File: config.mk
export PLATFORM = sky130hd
export DESIGN_NAME = csma_retry_ctrl
export DESIGN_NICKNAME = d
export VERILOG_FILES = /design/src/rtl/csma_retry_pkg.sv /design/src/rtl/csma_tick_counter.sv /design/src/rtl/csma_backoff_rng.sv /design/src/rtl/csma_retry_fsm.sv /design/src/rtl/csma_retry_ctrl.sv
export SDC_FILE = /design/constraint.sdc
export NUM_CORES = 1
export LEC_CHECK = 0
export BUFFER_PORTS_ARGS = -buffer_cell sky130_fd_sc_hd__buf_2
export CORE_UTILIZATION = 41
export DETAILED_ROUTE_END_ITERATION = 16
export HOLD_SLACK_MARGIN = 0.02
export SKIP_LAST_GASP = 1
export SLEW_MARGIN = 20
export SYNTH_ARGS = -nofsm -noshare
export SYNTH_HDL_FRONTEND = slang
export SYNTH_SLANG_ARGS = --single-unit
File: constraint.sdc
create_clock -name clk -period 4.8 [get_ports clk]
set_input_delay 0.48 -clock clk [delete_from_list [all_inputs] [get_ports clk]]
set_output_delay 0.48 -clock clk [all_outputs]
set_load 0.01 [all_outputs]
File: src/rtl/csma_retry_pkg.sv
package csma_retry_pkg;

   typedef enum logic [2:0] {
      ST_IDLE,
      ST_XMIT,
      ST_JAM,
      ST_BACKOFF,
      ST_GAP
   } txr_state_e;

   typedef struct packed {
      logic one_retry;
      logic multi_retry;
      logic excess;
      logic late;
   } txr_status_t;

   // Maximal-length feedback masks, bit i set for tap position i+1
   function automatic logic [31:0] lfsr_taps(input int w);
      case (w)
         4:       return 32'h0000_000C;
         5:       return 32'h0000_0014;
         6:       return 32'h0000_0030;
         7:       return 32'h0000_0060;
         8:       return 32'h0000_00B8;
         9:       return 32'h0000_0110;
         10:      return 32'h0000_0240;
         11:      return 32'h0000_0500;
         12:      return 32'h0000_0829;
         13:      return 32'h0000_100D;
         14:      return 32'h0000_2015;
         15:      return 32'h0000_6000;
         16:      return 32'h0000_D008;
         default: return 32'h0000_0000;
      endcase
   endfunction

endpackage

File: src/rtl/csma_tick_counter.sv
module csma_tick_counter #(
   parameter int LIMIT    = 16,
   parameter bit SATURATE = 1'b0
) (
   input  logic clk,
   input  logic rst_n,
   input  logic clr,
   input  logic adv,
   output logic hit
);

   localparam int CW = $clog2(LIMIT + 1);

   logic [CW-1:0] count;
   logic [CW-1:0] count_nx;

   generate
      if (LIMIT < 2) begin : g_bad_limit
         $error("csma_tick_counter: LIMIT must be at least 2");
      end

      if (SATURATE) begin : g_sat
         assign hit      = (count == CW'(LIMIT));
         assign count_nx = hit ? count : count + CW'(1);
      end else begin : g_wrap
         assign hit      = (count == CW'(LIMIT - 1));
         assign count_nx = hit ? '0 : count + CW'(1);
      end
   endgenerate

   always_ff @(posedge clk or negedge rst_n) begin
      if (!rst_n) begin
         count <= '0;
      end else if (clr) begin
         count <= '0;
      end else if (adv) begin
         count <= count_nx;
      end
   end

   p_count_bound_r12: assert property (@(posedge clk) disable iff (!rst_n)
      count <= CW'(LIMIT));

   p_hold_no_tick_r12: assert property (@(posedge clk) disable iff (!rst_n)
      (!adv && !clr) |=> $stable(count));

endmodule

File: src/rtl/csma_backoff_rng.sv
module csma_backoff_rng #(
   parameter int          W      = 10,
   parameter logic [31:0] SEED   = 32'h0000_01B3,
   parameter bit          GALOIS = 1'b0
) (
   input  logic         clk,
   input  logic         rst_n,
   output logic [W-1:0] value
);

   import csma_retry_pkg::*;

   localparam logic [31:0]  TAP_ALL = lfsr_taps(W);
   localparam logic [W-1:0] TAPS    = TAP_ALL[W-1:0];
   localparam logic [W-1:0] INIT    = SEED[W-1:0];

   logic [W-1:0] q;
   logic [W-1:0] q_nx;

   generate
      if (W < 4 || W > 16) begin : g_bad_width
         $error("csma_backoff_rng: W must be within 4..16");
      end
      if (INIT == '0) begin : g_bad_seed
         $error("csma_backoff_rng: SEED low bits must be nonzero");
      end

      if (GALOIS) begin : g_galois
         assign q_nx = q[0] ? ((q >> 1) ^ TAPS) : (q >> 1);
      end else begin : g_fibonacci
         assign q_nx = {q[W-2:0], ^(q & TAPS)};
      end
   endgenerate

   always_ff @(posedge clk or negedge rst_n) begin
      if (!rst_n) q <= INIT;
      else        q <= q_nx;
   end

   assign value = q;

   p_rng_live_r4: assert property (@(posedge clk) disable iff (!rst_n)
      q != '0);

endmodule

File: src/rtl/csma_retry_fsm.sv
module csma_retry_fsm #(
   parameter int MAX_ATTEMPTS = 16,
   parameter int SLOT_BITS    = 512,
   parameter int LATE_BITS    = 512,
   parameter int JAM_BITS     = 32,
   parameter int IPG_BITS     = 96,
   parameter int BK_LIMIT     = 10
) (
   input  logic                clk,
   input  logic                rst_n,
   input  logic                tx_start,
   input  logic                tx_end,
   input  logic                bit_tick,
   input  logic                collision,
   input  logic                carrier_sense,
   input  logic                retry_disable,
   input  logic                alt_backoff,
   input  logic [BK_LIMIT-1:0] rnd,
   output logic                tx_enable,
   output logic                jam,
   output logic                fifo_flush,
   output logic                done,
   output csma_retry_pkg::txr_status_t status
);

   import csma_retry_pkg::*;

   localparam int AW = $clog2(MAX_ATTEMPTS + 1);
   localparam int RW = BK_LIMIT;

   txr_state_e    state;
   logic [AW-1:0] attempt;
   logic [RW-1:0] r_left;
   logic [RW-1:0] draw;
   logic          late_q;
   logic          done_q;
   logic          flush_q;
   txr_status_t   status_q;

   logic frame_late, jam_hit, slot_hit, gap_hit;
   logic freeze, slot_adv, gap_adv, gap_clr, jam_end;

   generate
      if (MAX_ATTEMPTS < 1) begin : g_bad_attempts
         $error("csma_retry_fsm: MAX_ATTEMPTS must be positive");
      end
      if (BK_LIMIT < 1) begin : g_bad_limit
         $error("csma_retry_fsm: BK_LIMIT must be positive");
      end
   endgenerate

   assign freeze   = alt_backoff & carrier_sense;
   assign slot_adv = bit_tick & (state == ST_BACKOFF) & ~freeze;
   assign gap_adv  = bit_tick & (state == ST_GAP) & ~carrier_sense;
   assign gap_clr  = (state != ST_GAP) | (carrier_sense & ~alt_backoff);
   assign jam_end  = bit_tick & jam_hit;

   csma_tick_counter #(.LIMIT(LATE_BITS), .SATURATE(1'b1)) u_frame_len (
      .clk(clk), .rst_n(rst_n),
      .clr(state != ST_XMIT),
      .adv(bit_tick & (state == ST_XMIT)),
      .hit(frame_late));

   csma_tick_counter #(.LIMIT(JAM_BITS), .SATURATE(1'b0)) u_jam_len (
      .clk(clk), .rst_n(rst_n),
      .clr(state != ST_JAM),
      .adv(bit_tick & (state == ST_JAM)),
      .hit(jam_hit));

   csma_tick_counter #(.LIMIT(SLOT_BITS), .SATURATE(1'b0)) u_slot_len (
      .clk(clk), .rst_n(rst_n),
      .clr(state != ST_BACKOFF),
      .adv(slot_adv),
      .hit(slot_hit));

   csma_tick_counter #(.LIMIT(IPG_BITS), .SATURATE(1'b0)) u_gap_len (
      .clk(clk), .rst_n(rst_n),
      .clr(gap_clr),
      .adv(gap_adv),
      .hit(gap_hit));

   // Truncated exponent: keep the low min(attempt, BK_LIMIT) random bits
   always_comb begin
      int k;
      k = (int'(attempt) < BK_LIMIT) ? int'(attempt) : BK_LIMIT;
      for (int i = 0; i < RW; i++) begin
         draw[i] = rnd[i] & (i < k);
      end
   end

   always_ff @(posedge clk or negedge rst_n) begin
      if (!rst_n) begin
         state    <= ST_IDLE;
         attempt  <= '0;
         r_left   <= '0;
         late_q   <= 1'b0;
         done_q   <= 1'b0;
         flush_q  <= 1'b0;
         status_q <= '0;
      end else begin
         done_q  <= 1'b0;
         flush_q <= 1'b0;
         unique case (state)
            ST_IDLE: begin
               if (tx_start) begin
                  state    <= ST_XMIT;
                  attempt  <= AW'(1);
                  status_q <= '0;
               end
            end
            ST_XMIT: begin
               if (collision) begin
                  state  <= ST_JAM;
                  late_q <= frame_late;
               end else if (tx_end) begin
                  state                <= ST_IDLE;
                  done_q               <= 1'b1;
                  status_q.one_retry   <= (attempt == AW'(2));
                  status_q.multi_retry <= (attempt > AW'(2));
               end
            end
            ST_JAM: begin
               if (jam_end) begin
                  if (late_q) begin
                     state         <= ST_IDLE;
                     done_q        <= 1'b1;
                     flush_q       <= 1'b1;
                     status_q.late <= 1'b1;
                  end else if (retry_disable || attempt == AW'(MAX_ATTEMPTS)) begin
                     state           <= ST_IDLE;
                     done_q          <= 1'b1;
                     flush_q         <= 1'b1;
                     status_q.excess <= 1'b1;
                  end else begin
                     attempt <= attempt + AW'(1);
                     r_left  <= draw;
                     state   <= (draw == '0) ? ST_GAP : ST_BACKOFF;
                  end
               end
            end
            ST_BACKOFF: begin
               if (slot_adv && slot_hit) begin
                  if (r_left == RW'(1)) state <= ST_GAP;
                  else                  r_left <= r_left - RW'(1);
               end
            end
            ST_GAP: begin
               if (gap_adv && gap_hit) state <= ST_XMIT;
            end
            default: state <= ST_IDLE;
         endcase
      end
   end

   assign tx_enable  = (state == ST_XMIT) || (state == ST_JAM);
   assign jam        = (state == ST_JAM);
   assign done       = done_q;
   assign fifo_flush = flush_q;
   assign status     = status_q;

   p_jam_tx_r3: assert property (@(posedge clk) disable iff (!rst_n)
      jam |-> tx_enable);

   p_done_pulse_r11: assert property (@(posedge clk) disable iff (!rst_n)
      done_q |=> !done_q);

   p_flush_abort_r6: assert property (@(posedge clk) disable iff (!rst_n)
      flush_q |-> (done_q && !status_q.one_retry && !status_q.multi_retry));

   p_status_onehot_r5: assert property (@(posedge clk) disable iff (!rst_n)
      $onehot0(status_q));

   p_late_no_retry_r8: assert property (@(posedge clk) disable iff (!rst_n)
      (state == ST_JAM && late_q && jam_end) |=> (state == ST_IDLE && status_q.late));

   p_gap_wait_r9: assert property (@(posedge clk) disable iff (!rst_n)
      (state == ST_GAP && carrier_sense) |=> (state == ST_GAP));

   p_freeze_r10: assert property (@(posedge clk) disable iff (!rst_n)
      (state == ST_BACKOFF && freeze) |=> (state == ST_BACKOFF && $stable(r_left)));

endmodule

File: src/rtl/csma_retry_ctrl.sv
module csma_retry_ctrl #(
   parameter int          MAX_ATTEMPTS = 16,
   parameter int          SLOT_BITS    = 512,
   parameter int          LATE_BITS    = 512,
   parameter int          JAM_BITS     = 32,
   parameter int          IPG_BITS     = 96,
   parameter int          BK_LIMIT     = 10,
   parameter int          RNG_W        = 10,
   parameter logic [31:0] RNG_SEED     = 32'h0000_01B3,
   parameter bit          RNG_GALOIS   = 1'b0
) (
   input  logic clk,
   input  logic rst_n,
   input  logic tx_start,
   input  logic tx_end,
   input  logic bit_tick,
   input  logic collision,
   input  logic carrier_sense,
   input  logic retry_disable,
   input  logic alt_backoff,
   output logic tx_enable,
   output logic jam,
   output logic fifo_flush,
   output logic done,
   output logic ok_one_retry,
   output logic ok_multi_retry,
   output logic fail_excess,
   output logic fail_late
);

   import csma_retry_pkg::*;

   generate
      if (RNG_W < BK_LIMIT) begin : g_bad_rng
         $error("csma_retry_ctrl: RNG_W must cover BK_LIMIT bits");
      end
   endgenerate

   logic [RNG_W-1:0] rnd_full;
   txr_status_t      status;

   csma_backoff_rng #(.W(RNG_W), .SEED(RNG_SEED), .GALOIS(RNG_GALOIS)) u_rng (
      .clk(clk), .rst_n(rst_n), .value(rnd_full));

   csma_retry_fsm #(
      .MAX_ATTEMPTS(MAX_ATTEMPTS), .SLOT_BITS(SLOT_BITS), .LATE_BITS(LATE_BITS),
      .JAM_BITS(JAM_BITS), .IPG_BITS(IPG_BITS), .BK_LIMIT(BK_LIMIT)
   ) u_fsm (
      .clk(clk), .rst_n(rst_n),
      .tx_start(tx_start), .tx_end(tx_end), .bit_tick(bit_tick),
      .collision(collision), .carrier_sense(carrier_sense),
      .retry_disable(retry_disable), .alt_backoff(alt_backoff),
      .rnd(rnd_full[BK_LIMIT-1:0]),
      .tx_enable(tx_enable), .jam(jam), .fifo_flush(fifo_flush),
      .done(done), .status(status));

   assign ok_one_retry   = status.one_retry;
   assign ok_multi_retry = status.multi_retry;
   assign fail_excess    = status.excess;
   assign fail_late      = status.late;

endmodule

==> flow_summary_export.csv, run 1 <==
group,metric,value,unit
outcome,status,"finished clean",
clock_tree,cts_sinks,68,
drt,drt-pass1-iter-count,5,
setup_path,critical_path_class,"reg2reg",
setup_path,timing.critical_path.fanout_max,21,
global_route,grt_usage,0.187,
global_route,use_met2,0.275,
global_route,grt_pass1_vias,2833,
drt,drt_iter0_markers,212,
power_and_ir_drop,peakVddDrop,198,µV
job,maxCapViolations,0,
setup_path,crit_slowest_cell,"nand3b_1",
setup_path,crit_chain,"nand3b_1 -> a31oi_1 -> o2111ai_2 -> a311oi_1 -> a21oi_1",
floorplan,rows,34,
clock_tree,holdBufCountCts,0,
setup_path,critPathLaunchType,"flip-flop",
sta,fin_crit_sh,0.549,
sta,relSlewSlack,0.303,
drt,avgRoutedWirePerCell,15.5,µm
power_and_ir_drop,powerDensity,435,nW/µm²
setup_path,crit_required,5.02,ns
logic_synthesis,ys_seq_area_frac,0.458,
placed_design,dpl_cell_area,3880,µm²
setup_path,max_stage_delay,0.62,ns
logic_synthesis,synth_nets,416,
sta,maxSlewViolCount,0,
power_and_ir_drop,internal_power,1.13,mW
power_and_ir_drop,p_leak,1.74,nW
power_and_ir_drop,pwr-share-clk,0.286,
logic_synthesis,synth_edf_count,0,
sta,fin_tns_setup,0,ns
finish,fin_util,0.468,
logic_synthesis,synthFlopType,"dfrtp_1",
finish,fin_nets,429,
setup_path,worst_setup_path_end_kind,"flip-flop",
clock_tree,ctsResizeCount,0,
floorplan,core-area,8760,µm²
logic_synthesis,synth_cells,397,
floorplan,dieArea,9490,µm²
floorplan,die_w,97.4,µm
finish,antenna_cells,0,
power_and_ir_drop,combPwrFrac,0.313,
drt,drcViolationCount,0,
logic_synthesis,synth_area_per_cell,9.40,µm²
power_and_ir_drop,swShare,0.366,
setup_path,arrival,2.86,ns
global_route,gr-total-overflow,0,
clock_tree,cts_root_buffer,"clkbuf_8",
clock_tree,numCtsBuffers,9,
power_and_ir_drop,pwr-share-seq,0.400,
finish,finalInstanceArea,4100,µm²
global_route,grt_max_degree,69,
global_route,antenna_found_initial,0,
floorplan,io_pins,17,
worst_hold_path,min_path_type,"in2async",
global_route,grt_busiest_layer,"met2",
placed_design,hpwl,5770,µm
logic_synthesis,async_flop_share,1.00,
logic_synthesis,syn_area,3730,µm²
logic_synthesis,yosysWarnings,0,
power_and_ir_drop,power.switching,653,µW
placed_design,gp_congestion,0.816,
drt,vias,2935,
drt,ant_nets,0,
clock_tree,cts_tree,"done",
finish,fillers,841,
floorplan,die_h,97.4,µm
global_route,gr-usage-met3,0.0482,
sta,fmaxAchievable,379,MHz
drt,drt_wl_total,8090,µm
sta,period_needed,2.64,ns
sta,tightest_slew,1.04,ns
sta,final-setup-viol-count,0,
logic_synthesis,synth_seq_cells,68,
clock_tree,insertion_delay,0.34,ns
sta,final_hold_viol_count,0,
global_route,grtUsageMet1,0.273,
drt,vias_per_cell,5.61,
clock_tree,clk_pin_slew_worst_paths,0.07,ns
global_route,grt_first_pass_wirelength,14200,µm
sta,rsz0062_at_grt,"no",
clock_tree,htree_levels,3,
finish,syn2layout_area_growth,9.79,%
clock_tree,postCtsSetupRepairBufs,0,
finish,layout-drive-gt1-share,0.125,
logic_synthesis,yosysUniqueCellTypes,67,
sta,skew,0.00497,ns
floorplan,start_util,0.426,
clock_tree,cts_buffer_depth,2,
placed_design,numPortBuffers,16,
critical path, delay by kind of cell (launching register included):
kind | cells | cell delay (ns)
compound gates | 4 | 1.43
flops | 1 | 0.46
simple gates | 1 | 0.62
final timing paths:
| check | start | end | slack [ns] | cells past startpoint |
|---|---|---|---|---|
| max reg2reg | u_fsm.state[2] | u_fsm.r_left[3] | 2.16 | 5 |
| max | u_fsm.state[2] | u_fsm.r_left[3] | 2.16 | 5 |
| min | rst_n | u_rng.value[6] | 0.33 | 2 |
| min in group clk | u_rng.value[7] | u_rng.value[8] | 0.38 | 0 |
| min reg2reg | u_rng.value[7] | u_rng.value[8] | 0.38 | 0 |
| max in group asynchronous | rst_n | u_fsm.u_jam_len.count[4] | 3.90 | 2 |
cell usage in the layout (no fill, tap or decap), types with 4 or more instances in the layout:
master,netlist,layout
clkbuf_8,0,13
dfstp_2,6,6
xor2_1,8,8
buf_2,3,16
nand2_1,32,32
o21ai_1,21,21
and3_1,5,5
o31ai_1,4,4
nand2b_1,7,7
dfrtp_1,62,62
xnor2_1,13,13
a31oi_1,9,9
nor3_1,11,11
a21oi_1,21,21
o21ai_0,15,15
nand4_1,4,4
nor2_1,47,47
nand3_1,10,10
inv_1,15,15
nor3b_1,5,5
ha_1,10,10
through the flow:
stage | hold WS (ns) | setup WS, ns | power [mW] | instances
3_5_place_dp | 0.364 | 2.16 | 1.28 | 507
2_1_floorplan | 0.184 | 2.67 | 1.16 | 397
3_3_place_gp | 0.370 | 2.28 | 1.27 | 507
4_1_cts | 0.366 | 2.17 | 1.80 | 523
5_1_grt | 0.379 | 1.77 | 1.91 | 523
6_report | 0.326 | 2.16 | 1.78 | 523
routing by layer:
layer	part of all wire	wire length [µm]
met4	0.011	87
met1	0.49	3930
met2	0.44	3600
met5	0	0
met3	0.059	481
cell type report:
cell class / count / area [µm²] / share of cell area
clock inverters: 3 / 42.5 / 0.0104
well taps: 108 / 135 / 0.0330
multi-input cells: 298 / 1880 / 0.460
inverters: 16 / 60.1 / 0.0147
clock buffers: 13 / 179 / 0.0437
flip-flops and latches: 68 / 1710 / 0.417
repair buffers: 17 / 87.6 / 0.0214
sequential cells by signal, summed over array words and instances (netlist names):
signal and flops:
u_fsm.r_left 10, u_fsm.u_frame_len.count 10, u_fsm.u_slot_len.count 10, u_rng.value 10
u_fsm.u_gap_len.count 7, u_fsm.u_jam_len.count 6, u_fsm.attempt 5, u_fsm.status 4
u_fsm.state 3, u_fsm.done 1, u_fsm.fifo_flush 1, u_fsm.late_q 1
synth_stat cells (4+ instances only):
library cell  instances  area share
a21oi_1              21       0.028
a31oi_1               9       0.015
and3_1                5      0.0084
clkbuf_1              9      0.0091
dfrtp_1              62        0.42
dfstp_2               6       0.042
ha_1                 10       0.034
inv_1                15       0.015
nand2_1              32       0.032
nand2b_1              7       0.012
nand3_1              10       0.013
nand4_1               4      0.0067
nor2_1               47       0.047
nor3_1               11       0.015
nor3b_1               5       0.010
o21ai_0              15       0.020
o21ai_1              21       0.028
o31ai_1               4      0.0080
xnor2_1              13       0.031
xor2_1                8       0.019
power by group through the flow:
| stage | Combinational, mW | Sequential [mW] | Clock (mW) |
|---|---|---|---|
| 2_1_floorplan | 0.474 | 0.689 | 0 |
| 3_3_place_gp | 0.547 | 0.719 | 0 |
| 3_5_place_dp | 0.558 | 0.722 | 0 |
| 4_1_cts | 0.560 | 0.712 | 0.528 |
| 5_1_grt | 0.633 | 0.727 | 0.551 |
| 6_report | 0.558 | 0.713 | 0.510 |
kinds of logic (layout without fill, tap and decap cells):
group           count (synthesis)  after routing  share of synthesized area
simple gates                  150            150                      0.205
compound gates                111            111                      0.200
flops                          68             68                      0.458
buf+inv                        31             49                     0.0372
xor+xnor                       21             21                     0.0493
fa+ha+maj                      11             11                     0.0362
mux                             5              5                     0.0141
(Power assumes the default switching activity.)
==> run 2: changes to the inputs <==
Clock period 4.8 ns to 2.3 ns, I/O delays scaled along.
==> run 2 against run 1 <==
Worst setup slack got worse by 2.0 ns; via count increased by 0.58%; largest power group unchanged; routed wire length about the same; sequential share of layout area decreased by 0.79 points; register-to-register slack got worse by 2.0 ns; sequential cell count unchanged; die area unchanged; core utilization increased by 0.94 points; sequential power increased by 100%; clock skew increased by 0.0023 ns; first-iteration DRC count decreased by 16%.
==> flow_summary_export.csv, run 2 (same netlist as run 1, synthesis figures left out) <==
group,metric,value,unit
outcome,status,"finished clean",
placed_design,numPortBuffers,16,
power_and_ir_drop,finalPower,3.75,mW
finish,layout-drive-gt1-share,0.152,
setup_path,critPathLaunchType,"flip-flop",
clock_tree,clk_pin_slew_worst_paths,0.07,ns
sta,period_needed,2.15,ns
setup_path,arrival,2.38,ns
job,maxCapViolations,0,
drt,vias_per_cell,5.50,
setup_path,crit_required,2.54,ns
global_route,grt_pass1_vias,2891,
sta,final_hold_viol_count,0,
drt,drt-pass1-iter-count,4,
setup_path,path_delay_family,"compound AO/OA/AOI/OAI gates",
placed_design,gp_congestion,0.809,
floorplan,die_w,97.4,µm
drt,drt_iter0_markers,178,
placed_design,dp.cells,521,
sta,maxSlewViolCount,0,
sta,fin_tns_setup,0,ns
clock_tree,insertion_delay,0.34,ns
finish,antenna_cells,0,
finish,register_area,1710,µm²
worst_hold_path,min_path_type,"in2reg",
clock_tree,postCtsSetupRepairBufs,0,
setup_path,max_stage_delay,0.53,ns
clock_tree,cts_buffer_depth,2,
power_and_ir_drop,powerDensity,896,nW/µm²
drt,met2_length,3470,µm
global_route,antenna_found_initial,0,
floorplan,start_util,0.426,
floorplan,dieArea,9490,µm²
floorplan,rows,34,
finish,syn2layout_area_growth,12.0,%
floorplan,io_pins,17,
finish,layout_commonest_cell,"dfrtp_1",
drt,drt_wl_total,8090,µm
sta,tightest_slew,0.868,ns
setup_path,crit_chain,"ha_1 -> nand4_1 -> o31ai_1 -> nand3b_1 -> o21a_1 -> a311oi_1",
drt,vias,2952,
setup_path,critical_path_class,"reg2reg",
drt,wl_met1,4130,µm
clock_tree,htree_levels,3,
clock_tree,cts_tree,"done",
global_route,grt_first_pass_wirelength,14100,µm
setup_path,cp_num_buf_inv,0,
clock_tree,cts_sinks,68,
finish,fillers,862,
placed_design,hpwl,6020,µm
setup_path,timing.critical_path.fanout_max,4,
finish,layoutNonFillerInstCount,537,
sta,final-setup-viol-count,0,
finish,layout_common_cells,"dfrtp_1 (61), nor2_1 (47), nand2_1 (32)",
sta,skew,0.00723,ns
drt,ant_nets,0,
drt,highest_layer,"met4",
sta,relSlewSlack,0.412,
floorplan,die_h,97.4,µm
drt,avgRoutedWirePerCell,15.1,µm
global_route,grt_usage,0.188,
sta,fmaxAchievable,466,MHz
sta,fin_crit_sh,0.933,
setup_path,crit_slowest_cell,"o31ai_1",
floorplan,core-area,8760,µm²
finish,fin_nets,444,
finish,multi_input_area,1880,µm²
clock_tree,numCtsBuffers,9,
drt,drcViolationCount,0,
drt,dr_wl_met3,305,µm
sta,rsz0062_at_grt,"no",
power_and_ir_drop,p_leak,1.80,nW
power_and_ir_drop,peakVddDrop,401,µV
setup_path,worst_setup_path_end_kind,"flip-flop",
global_route,grt_max_degree,36,
clock_tree,cts_root_buffer,"clkbuf_8",
global_route,gr-total-overflow,0,
==> run 2: cell type report <==
class	count	area share
inverter	16	0.0144
timing repair buffer	32	0.0485
tap	108	0.0323
sequential	68	0.409
clock buffer	14	0.0437
clock inverter	1	0.00120
multi-input combinational	298	0.451
==> run 2: worst paths after layout <==
kind                                        end  slack, ns  cells past startpoint                     start
worst max-delay path             u_fsm.state[0]       0.15                      6  u_fsm.u_gap_len.count[0]
worst min-delay path                 u_fsm.done       0.20                      3                    tx_end
worst max register to register   u_fsm.state[0]       0.15                      6  u_fsm.u_gap_len.count[0]
worst min register to register   u_rng.value[8]       0.39                      0            u_rng.value[7]
max in group asynchronous        u_fsm.state[0]       1.49                      3                     rst_n
min in group asynchronous       u_fsm.r_left[4]       0.46                      3                     rst_n
==> run 2: timing repair <==
action,4_1_cts,5_1_grt
hold buffers,1,0
endpoints found under the hold margin,62,0
setup endpoints to repair,0,1
gates resized for setup,0,1
==> run 2: tightest hold or removal path, cell delays in order <==
cell      delay (ns)
buf_2           0.11
nand2b_1        0.08
o22ai_1         0.08
==> run 2: report_power, final <==
part / leakage, nW / internal (mW) / total (mW) / switching [mW]
Clock: 0.0986 / 0.503 / 0.925 / 0.423
Sequential: 0.905 / 1.33 / 1.46 / 0.130
Combinational: 0.797 / 0.534 / 1.36 / 0.827
Total: 1.80 / 2.37 / 3.75 / 1.38
==> run 2: per-layer routing <==
layer	global-route usage	up-vias
met5	0	-
met4	0.0735	0
met3	0.0432	15
met2	0.274	49
met1	0.271	1402
li1	-	1486
==> run 2: through the flow <==
step / util / setup WS (ns) / area (µm²) / hold WS (ns)
final: 0.477 / 0.154 / 4180 / 0.203
after global routing: 0.477 / 0.00543 / 4180 / 0.198
after global placement: 0.454 / 0.205 / 3980 / 0.296
after floorplan: - / 0.166 / 3730 / -0.0656
after CTS: 0.477 / 0.137 / 4180 / 0.189
after detailed placement: 0.454 / 0.153 / 3980 / 0.294
==> run 3: changes to the inputs <==
==> constraint.sdc (replaced) <==
create_clock -name clk -period 2.3 [get_ports clk]
set_input_delay 0.345 -clock clk [delete_from_list [all_inputs] [get_ports clk]]
set_output_delay 0.345 -clock clk [all_outputs]
set_load 0.01 [all_outputs]
==> run 3 against run 2 <==
Sequential cell count unchanged; non-clock buffer count down 1; critical path type unchanged; clock power up 8%; first-iteration DRC count up 3.9%; die area unchanged; total power up 1.5%; combinational power about the same; maximum frequency up 1.1%; highest routed layer unchanged; worst hold slack better by 0.12 ns; count of clock-buffer cells in the layout down 2; largest cell class unchanged.
==> flow_summary_export.csv, run 3 (same netlist as run 1, synthesis figures left out) <==
group,metric,value,unit
power_and_ir_drop,p_leak,1.80,nW
drt,drcViolationCount,0,
setup_path,critical_path_class,"reg2reg",
setup_path,worst_setup_path_end_kind,"flip-flop",
power_and_ir_drop,finalPower,3.80,mW
power_and_ir_drop,pwr-share-seq,0.384,
clock_tree,cts_sinks,68,
setup_path,arrival,2.36,ns
worst_hold_path,min_path_type,"in2reg",
drt,vias_per_cell,5.51,
setup_path,crit_required,2.53,ns
global_route,grt_max_degree,32,
outcome,status,"finished clean",
floorplan,io_pins,17,
floorplan,die_w,97.4,µm
placed_design,numPortBuffers,16,
placed_design,gp_congestion,0.900,
power_and_ir_drop,combPwrFrac,0.353,
sta,fin_ws,0.179,ns
finish,fin_nets,443,
sta,final-setup-viol-count,0,
power_and_ir_drop,powerDensity,903,nW/µm²
clock_tree,cts_root_buffer,"clkbuf_8",
setup_path,max_stage_delay,0.58,ns
drt,drt-pass1-iter-count,4,
finish,antenna_cells,0,
clock_tree,postCtsSetupRepairBufs,0,
sta,timing.hold.ws,0.320,ns
global_route,antenna_found_initial,0,
placed_design,hpwl,5940,µm
drt,vias,2958,
clock_tree,htree_levels,3,
global_route,grt_usage,0.185,
finish,layout-drive-gt1-share,0.154,
global_route,grt_pass1_vias,2808,
sta,fin_crit_sh,0.922,
sta,fin_tns_setup,0,ns
job,maxCapViolations,0,
finish,layout_common_cells,"dfrtp_1 (60), nor2_1 (47), nand2_1 (32)",
setup_path,timing.critical_path.fanout_max,21,
sta,final_hold_viol_count,0,
floorplan,rows,34,
floorplan,core-area,8760,µm²
sta,fmaxAchievable,471,MHz
power_and_ir_drop,internal_power,2.40,mW
global_route,gr-total-overflow,0,
clock_tree,insertion_delay,0.34,ns
global_route,grt_first_pass_wirelength,14000,µm
floorplan,start_util,0.426,
floorplan,die_h,97.4,µm
power_and_ir_drop,pwr-share-clk,0.264,
clock_tree,cts_tree,"done",
power_and_ir_drop,peakVddDrop,465,µV
sta,relSlewSlack,0.422,
finish,syn2layout_area_growth,12.8,%
sta,skew,0.0111,ns
drt,drt_iter0_markers,185,
floorplan,dieArea,9490,µm²
setup_path,crit_chain,"or3b_1 -> inv_2 -> o21ai_2 -> o2111ai_2 -> buf_4 -> nor3_1 -> a211o_1",
sta,period_needed,2.12,ns
setup_path,crit_slowest_cell,"or3b_1",
setup_path,critPathLaunchType,"flip-flop",
drt,avgRoutedWirePerCell,15.1,µm
sta,rsz0062_at_grt,"no",
drt,drt_wl_total,8090,µm
sta,maxSlewViolCount,0,
sta,tightest_slew,0.854,ns
finish,layout_commonest_cell,"dfrtp_1",
clock_tree,numCtsBuffers,9,
clock_tree,clk_pin_slew_worst_paths,0.08,ns
drt,ant_nets,0,
placed_design,detailedPlace.worstSlack,0.177,ns
clock_tree,cts_buffer_depth,2,
power_and_ir_drop,power.switching,1.40,mW
power_and_ir_drop,swShare,0.368,
[run 3: path summary, 6_finish.rpt]
check | start | endpoint | slack, ns | cells after the start
max | u_fsm.state[2] | u_fsm.r_left[0] | 0.18 | 7
min | tx_end | u_fsm.done | 0.32 | 3
max reg2reg | u_fsm.state[2] | u_fsm.r_left[0] | 0.18 | 7
min reg2reg | u_rng.value[7] | u_rng.value[8] | 0.39 | 0
max in group asynchronous | rst_n | u_fsm.fifo_flush | 1.13 | 3
min in group asynchronous | rst_n | u_fsm.r_left[3] | 0.52 | 2
[run 3: critical path: cells and delay by family, from the launching register on]
| kind | cells | cell delay (ns) |
|---|---|---|
| AOI/OAI and AO/OA | 3 | 0.47 |
| buffers and inverters | 2 | 0.42 |
| DFF | 1 | 0.46 |
| and+or+nand+nor | 2 | 0.65 |
[run 3: area by class of cell]
cell class                      count  area [µm²]
Clock inverter                      4        47.5
Multi-Input combinational cell    298        1890
Tap cell                          108         135
Clock buffer                       12         155
Timing Repair Buffer               31         208
Inverter                           16        60.1
Sequential cell                    68        1710
Fill cell                         838        4550
[run 3: metal layers]
metal	vias up	share of wire	wire, µm	track usage
li1	1488	-	-	-
met1	1413	0.51	4090	0.276
met2	48	0.44	3550	0.268
met3	9	0.045	364	0.0475
met4	0	0.012	94	0.0475
met5	-	0	0	0
[run 3: metrics by stage]
step | util | area, µm² | std cells
2_1_floorplan | - | 3730 | 397
3_3_place_gp | 0.455 | 3990 | 520
3_5_place_dp | 0.455 | 3990 | 520
4_1_cts | 0.479 | 4200 | 537
5_1_grt | 0.480 | 4210 | 537
6_report | 0.480 | 4210 | 537
[run 3: what timing repair did]
| action | in CTS | in global routing |
|---|---|---|
| hold buffers | 1 | 0 |
| resized for setup | 0 | 3 |
| hold endpoints to repair | 16 | 0 |
| endpoints found under the setup margin | 0 | 1 |
[run 3: power by group through the flow]
| stage | Sequential [mW] | Combinational, mW | Clock, mW |
|---|---|---|---|
| final | 1.46 | 1.34 | 1.00 |
| after global routing | 1.48 | 1.51 | 1.08 |
| after CTS | 1.45 | 1.34 | 1.04 |
| after detailed placement | 1.47 | 1.34 | 0 |
| after global placement | 1.47 | 1.31 | 0 |
| after floorplan | 1.44 | 0.990 | 0 |
